$ cat src/rtl/cfg_ld_pkg.sv
`timescale 1ns/1ps
package cfg_ld_pkg;
  typedef enum logic [1:0] {
    ST_IDLE = 2'd0,
    ST_LOAD = 2'd1,
    ST_WTOK = 2'd2
  } ld_state_e;
endpackage

$ cat src/rtl/cfg_byte_ctr.sv
`timescale 1ns/1ps
module cfg_byte_ctr #(
  parameter int W    = 7,
  parameter int LAST = 73,
  parameter int CAP  = 0
) (
  input  logic         clk_i,
  input  logic         rst_ni,
  input  logic         clr_i,
  input  logic         step_i,
  output logic [W-1:0] cnt_o,
  output logic         wrap_o,
  output logic         at_last_o,
  output logic         at_cap_o
);
  logic [W-1:0] cnt_q;

  always_ff @(posedge clk_i or negedge rst_ni) begin
    if (!rst_ni)     cnt_q <= '0;
    else if (clr_i)  cnt_q <= '0;
    else if (step_i) cnt_q <= cnt_q + 1'b1;
  end

  assign cnt_o     = cnt_q;
  assign wrap_o    = &cnt_q;
  assign at_last_o = (cnt_q == W'(LAST));
  assign at_cap_o  = (cnt_q == W'(CAP));
endmodule

$ cat src/rtl/cfg_blk_ctr.sv
`timescale 1ns/1ps
module cfg_blk_ctr #(
  parameter int W = 4
) (
  input  logic         clk_i,
  input  logic         rst_ni,
  input  logic         clr_i,
  input  logic         step_i,
  input  logic         cap_i,
  input  logic [W-1:0] cap_val_i,
  input  logic         single_i,
  output logic [W-1:0] blk_o,
  output logic         is_last_o,
  output logic         chained_o
);
  logic [W-1:0] blk_q;
  logic [W-1:0] num_q;
  logic [W-1:0] last_blk;

  always_ff @(posedge clk_i or negedge rst_ni) begin
    if (!rst_ni) begin
      blk_q <= '0;
      num_q <= '0;
    end else if (clr_i) begin
      blk_q <= '0;
      num_q <= '0;
    end else begin
      if (step_i) blk_q <= blk_q + 1'b1;
      if (cap_i)  num_q <= cap_val_i;
    end
  end

  // single systems ignore the captured count
  assign last_blk  = single_i ? '0 : num_q;
  assign blk_o     = blk_q;
  assign is_last_o = (blk_q == last_blk);
  assign chained_o = (last_blk != '0);
endmodule

$ cat src/rtl/cfg_tok_ctl.sv
`timescale 1ns/1ps
module cfg_tok_ctl (
  input  logic clk_i,
  input  logic rst_ni,
  input  logic set_i,
  input  logic clr_i,
  output logic tok_o
);
  logic tok_q;

  always_ff @(posedge clk_i or negedge rst_ni) begin
    if (!rst_ni)     tok_q <= 1'b0;
    else if (clr_i)  tok_q <= 1'b0;
    else if (set_i)  tok_q <= 1'b1;
  end

  assign tok_o = tok_q;
endmodule

$ cat src/rtl/cfg_chain_loader.sv
`timescale 1ns/1ps
module cfg_chain_loader
  import cfg_ld_pkg::*;
#(
  parameter int BYTE_W   = 7,
  parameter int BLK_W    = 4,
  parameter int DATA_W   = 8,
  parameter int LAST_REG = 73,
  parameter int CNT_IDX  = 0
) (
  input  logic              clk_i,
  input  logic              rst_ni,
  input  logic              rom_mode_i,
  input  logic              single_i,
  input  logic              reload_req_i,
  input  logic [DATA_W-1:0] rom_data_i,
  input  logic              tok_i,
  output logic [BYTE_W-1:0] rom_addr_o,
  output logic [BLK_W-1:0]  blk_sel_o,
  output logic              wr_stb_o,
  output logic              wr_local_o,
  output logic [DATA_W-1:0] wr_data_o,
  output logic              tok_o,
  output logic              prog_no_o
);
  ld_state_e st_q, st_d;
  logic boot_q;
  logic start, in_load, fin, wrap, at_last, at_cap;
  logic is_last, chained, home_blk;
  logic [BYTE_W-1:0] byte_idx;
  logic [BLK_W-1:0]  blk_idx;

  assign start    = (st_q == ST_IDLE) && rom_mode_i && (boot_q || reload_req_i);
  assign in_load  = (st_q == ST_LOAD);
  assign home_blk = (blk_idx == '0);
  assign fin      = in_load && at_last && is_last;

  cfg_byte_ctr #(.W(BYTE_W), .LAST(LAST_REG), .CAP(CNT_IDX)) u_byte (
    .clk_i, .rst_ni,
    .clr_i     (start),
    .step_i    (in_load),
    .cnt_o     (byte_idx),
    .wrap_o    (wrap),
    .at_last_o (at_last),
    .at_cap_o  (at_cap)
  );

  cfg_blk_ctr #(.W(BLK_W)) u_blk (
    .clk_i, .rst_ni,
    .clr_i     (start),
    .step_i    (in_load && wrap && !fin),
    .cap_i     (in_load && home_blk && at_cap),
    .cap_val_i (rom_data_i[BLK_W-1:0]),
    .single_i  (single_i),
    .blk_o     (blk_idx),
    .is_last_o (is_last),
    .chained_o (chained)
  );

  cfg_tok_ctl u_tok (
    .clk_i, .rst_ni,
    .set_i (in_load && wrap && home_blk && !fin),
    .clr_i (start || ((st_q == ST_WTOK) && tok_i)),
    .tok_o (tok_o)
  );

  always_comb begin
    st_d = st_q;
    unique case (st_q)
      ST_IDLE: if (start) st_d = ST_LOAD;
      ST_LOAD: if (fin)   st_d = chained ? ST_WTOK : ST_IDLE;
      ST_WTOK: if (tok_i) st_d = ST_IDLE;
      default:            st_d = ST_IDLE;
    endcase
  end

  always_ff @(posedge clk_i or negedge rst_ni) begin
    if (!rst_ni) begin
      st_q   <= ST_IDLE;
      boot_q <= 1'b1;
    end else begin
      st_q   <= st_d;
      boot_q <= 1'b0;
    end
  end

  assign rom_addr_o = byte_idx;
  assign blk_sel_o  = blk_idx;
  assign wr_stb_o   = in_load;
  assign wr_local_o = in_load && home_blk;
  assign wr_data_o  = rom_data_i;
  assign prog_no_o  = (st_q == ST_IDLE);
endmodule

$ cat config.mk
export PLATFORM = sky130hd
export DESIGN_NAME = cfg_chain_loader
export DESIGN_NICKNAME = d
export VERILOG_FILES = /design/src/rtl/cfg_ld_pkg.sv /design/src/rtl/cfg_byte_ctr.sv /design/src/rtl/cfg_blk_ctr.sv /design/src/rtl/cfg_tok_ctl.sv /design/src/rtl/cfg_chain_loader.sv
export SDC_FILE = /design/constraint.sdc
export NUM_CORES = 1
export LEC_CHECK = 0
export CORE_MARGIN = 5
export CORE_UTILIZATION = 51
export CTS_BUF_LIST = sky130_fd_sc_hd__clkbuf_8
export DETAILED_ROUTE_END_ITERATION = 7
export PLACE_DENSITY = 0.87
export RECOVER_POWER = 100
export SLEW_MARGIN = 20
export SYNTH_ARGS = -nofsm -noshare
export SYNTH_HDL_FRONTEND = slang
export SYNTH_SLANG_ARGS = --single-unit
$ cat constraint.sdc
create_clock -name clk_i -period 2.43 [get_ports clk_i]
set_input_delay 0.243 -clock clk_i [delete_from_list [all_inputs] [get_ports clk_i]]
set_output_delay 0.243 -clock clk_i [all_outputs]
set_load 0.03 [all_outputs]
==> impl_results.md <==
* Die Footprint at about 3400 sq um
* Final Hold Violating Endpoints at 0
* Final setup fails at 0
* Layout cells sized above 1 at under 10%
* Synth Area in Adders at 5.35%
* Synthesized netlist cell count at 126
* XOR/XNOR Fraction of Synth Area at roughly 6.7%
* Status: finished clean
* Portion of netlist area occupied by mux cells at less than 1%
* Slowest cell on crit path: dlygate4sd3_1
* Final Max Tran Viols at 0
* Final period util at 93.3%
* Worst slew pin tran at around 860 ps
* Largest family of logic cells by synthesized area: simple AND/OR/NAND/NOR gates
* Initial antenna violation count at 0
* Setup slack after layout at between 150 and 200 ps
* Site Rows at 17
* Setup TNS Final at 0 ps
* Gpl congestion at between 0.8 and 0.9
* Global router's overall resource usage at between 10% and 20%
* Clk buf depth at 2
* DP HPWL at between 1500 and 2000 microns
* Simple-Gate Fraction of Synth Area at 25.9%
* LEAKAGE at approximately 0.0006 uW
* Int Pwr at 872 uW
* Root Driver: clkbuf_8
* Worst setup SP type: flop
* First-pass GRT wire length at 4150 microns
* Worst-path maximum fanout at 9
* DRC violations left at 0
* Crit-path cells: nand2b_1 -> inv_1 -> dlygate4sd3_1
* Vias in the first global route at about 960
* Sequential Power Share at between 30% and 40%
* RSZ-0062 raised after global routing: no
* CP endpoint kind: primary output
* Top cell family by delay on the critical path: buffers and inverters
* Yosys warnings at 0
* DRT Pass-1 Iters at 4
* DRC marker count from the first detailed-route iteration at 34
* Mapped Area at about 1200 sq um
* Post-synth top flop: dfrtp_1
* Max stage delay on crit path at 770 ps
* CTS tree: done
* Wire per inst at 14.2 microns
* Pin count of the biggest net entering global routing at 20
* WP data required at between 2000 and 2500 ps
* DR vias/cell at between 5 and 6
* Core area at roughly 2200 sq um
* Buf+Inv Stages, Crit Path at 2
* GR Overflow Total at 0
* Inserted Clock Buffers at 3
* Synth Area in Compound Gates at about 11%
* Fill cell count at approximately 190
* I/O pin count at 37
* Setup CP Type: flop to primary output
* F_max at between 400 and 500 MHz
* Min Tclk post-route at ~2300 ps
* Max-Cap Viols at 0
* Flops & latches, synth at 19
* Nets at between 150 and 200
* Area growth, synth to finish at 21.9%
* EDFF count, synth at 0
* Sequential cell area fraction in the yosys report at around two fifths
* Peak supply drop at between 0.0006 and 0.0007 V
* Max H-tree Level at 1
* Switching pwr at around 730 uW
* Switching Share at a little under half
* Pre-CTS WS at approximately 330 ps
* Clk pwr share at between 10 and 15%
* Postcts setup bufs at 0
* Initial Util at 53.4%
* Library cells used by synthesis at 39
* Via count at roughly 950
* Pwr dens at ~1100 nW/um^2
* Routed Antenna Nets at 0
* Synth async-reset ratio at 100%
* Comb power frac at 49.1%
* Critical path data arrival time at between 2000 and 2500 ps
* Syn nets at between 100 and 150
* Die H at 57.9 microns
* Hold Crit Class: primary input to primary output
* Clk sinks at 19
* Ant. Diodes at 0
* Clock Latency Late Sink at about 260 ps
* Clk pin slew, worst setup/hold paths at approximately 70 ps
* Clock Skew at approximately 3.6 ps
* Syn_area_per_cell at 9.28 sq um
* Max-slew headroom at approximately 42%
* Post_cts resized at 0
* Chip Width at a little under 60 microns
* Final WL at roughly 2500 microns
* Hold Buf Count CTS at 0
* Post-route cell area at 1430 sq um
* Number of I/O port buffers at 28
* Area after DPL at roughly 1400 sq um
-- worst register-to-register path: stages, from the launching register on --
cell and delay (ps):
dfrtp_1 430, inv_1 150, ha_1 150, or3b_1 390
and4bb_1 440, o21ai_0 140
-- layout make-up --
cell class	instances	area (sq um)	area share, %
Clock buffer	3	41.3	2.89
Tap cell	28	35.0	2.46
Clock inverter	1	5.00	0.351
Inverter	8	30.0	2.11
Timing Repair Buffer	28	274	19.2
Sequential cell	19	477	33.4
Multi-Input combinational cell	88	564	39.6
-- metrics by stage --
stage | instances | hold WS (ps) | utilization, % | power, uW
finish | 175 | 486 | 65.1 | 1600
detailed placement | 171 | 486 | 64.3 | 1450
floorplan | 126 | -52.6 | - | 1140
CTS | 175 | 486 | 66.4 | 1680
global placement | 171 | 486 | 64.3 | 1420
global route | 175 | 486 | 65.1 | 1720
-- power groups by stage --
stage / sequential [uW] / combinational (uW) / clock (uW)
CTS: 607 / 847 / 229
detailed placement: 612 / 842 / 0
floorplan: 772 / 364 / 0
global route: 623 / 855 / 243
global placement: 600 / 821 / 0
finish: 593 / 785 / 221
-- worst paths after layout --
path,from,end,slack [ps],cells after the start
max,st_q[1]$_DFFE_PN0P_,wr_stb_o,160,3
min,rom_data_i[5],wr_data_o[5],490,0
max reg2reg,u_blk.blk_o[0]$_DFFE_PN0P_,u_blk.num_q[2]$_DFFE_PN0P_,600,5
min reg2reg,u_tok.tok_o$_DFFE_PN0P_,u_tok.tok_o$_DFFE_PN0P_,510,1
max in group asynchronous,rst_ni,u_byte.cnt_o[1]$_DFFE_PN0P_,1360,1
min in group asynchronous,rst_ni,u_blk.blk_o[3]$_DFFE_PN0P_,540,1
-- Yosys cell counts, drive strengths merged, types with 2 or more instances --
cell type   n  area share (%)
o21ai       7             3.0
nand4       2             2.4
a31oi       2             1.1
a21oi       2            0.86
o31ai       2             1.3
xnor2       6             4.5
inv         8             2.6
nor3        2            0.86
dfrtp      18              39
or3         2             1.1
buf        10             6.2
nand4b      2             1.5
xor2        3             2.2
nand2      13             4.2
nand2b      2             1.1
and3        2             1.1
o211ai      3             1.9
ha          5             5.3
nor2       15             4.8
nand3       4             1.7
-- state kept, by name (all words and copies together), names as in the netlist --
register,flops
u_byte.cnt_o,7
u_blk.blk_o,4
u_blk.num_q,4
st_q,2
boot_q,1
u_tok.tok_o,1
-- per-layer routing --
layer  track usage [%]  vias to the layer above  part of all wire (%)
li1                  -                      469                     -
met4              6.95                        0                   1.8
met5                 0                        -                     0
met2              27.7                       29                    47
met1              19.3                      449                    44
met3              3.79                        5                   6.4
-- cell families after synthesis --
logic type	count (synthesis)
simple gates	53
compound gates	19
flops	19
buf+inv	19
xor+xnor	9
fa+ha+maj	5
other cells	1
mux	1
-- placed cells by master, fill, tap and decap left out, types with 4 or more instances in the layout --
master	n
o21ai_0	7
xnor2_1	6
dfrtp_1	18
inv_1	8
ha_1	5
nand3_1	4
clkdlybuf4s50_1	8
nor2_1	15
nand2_1	13
dlygate4sd3_1	19
Note: power is estimated with default switching activity, not from simulation.
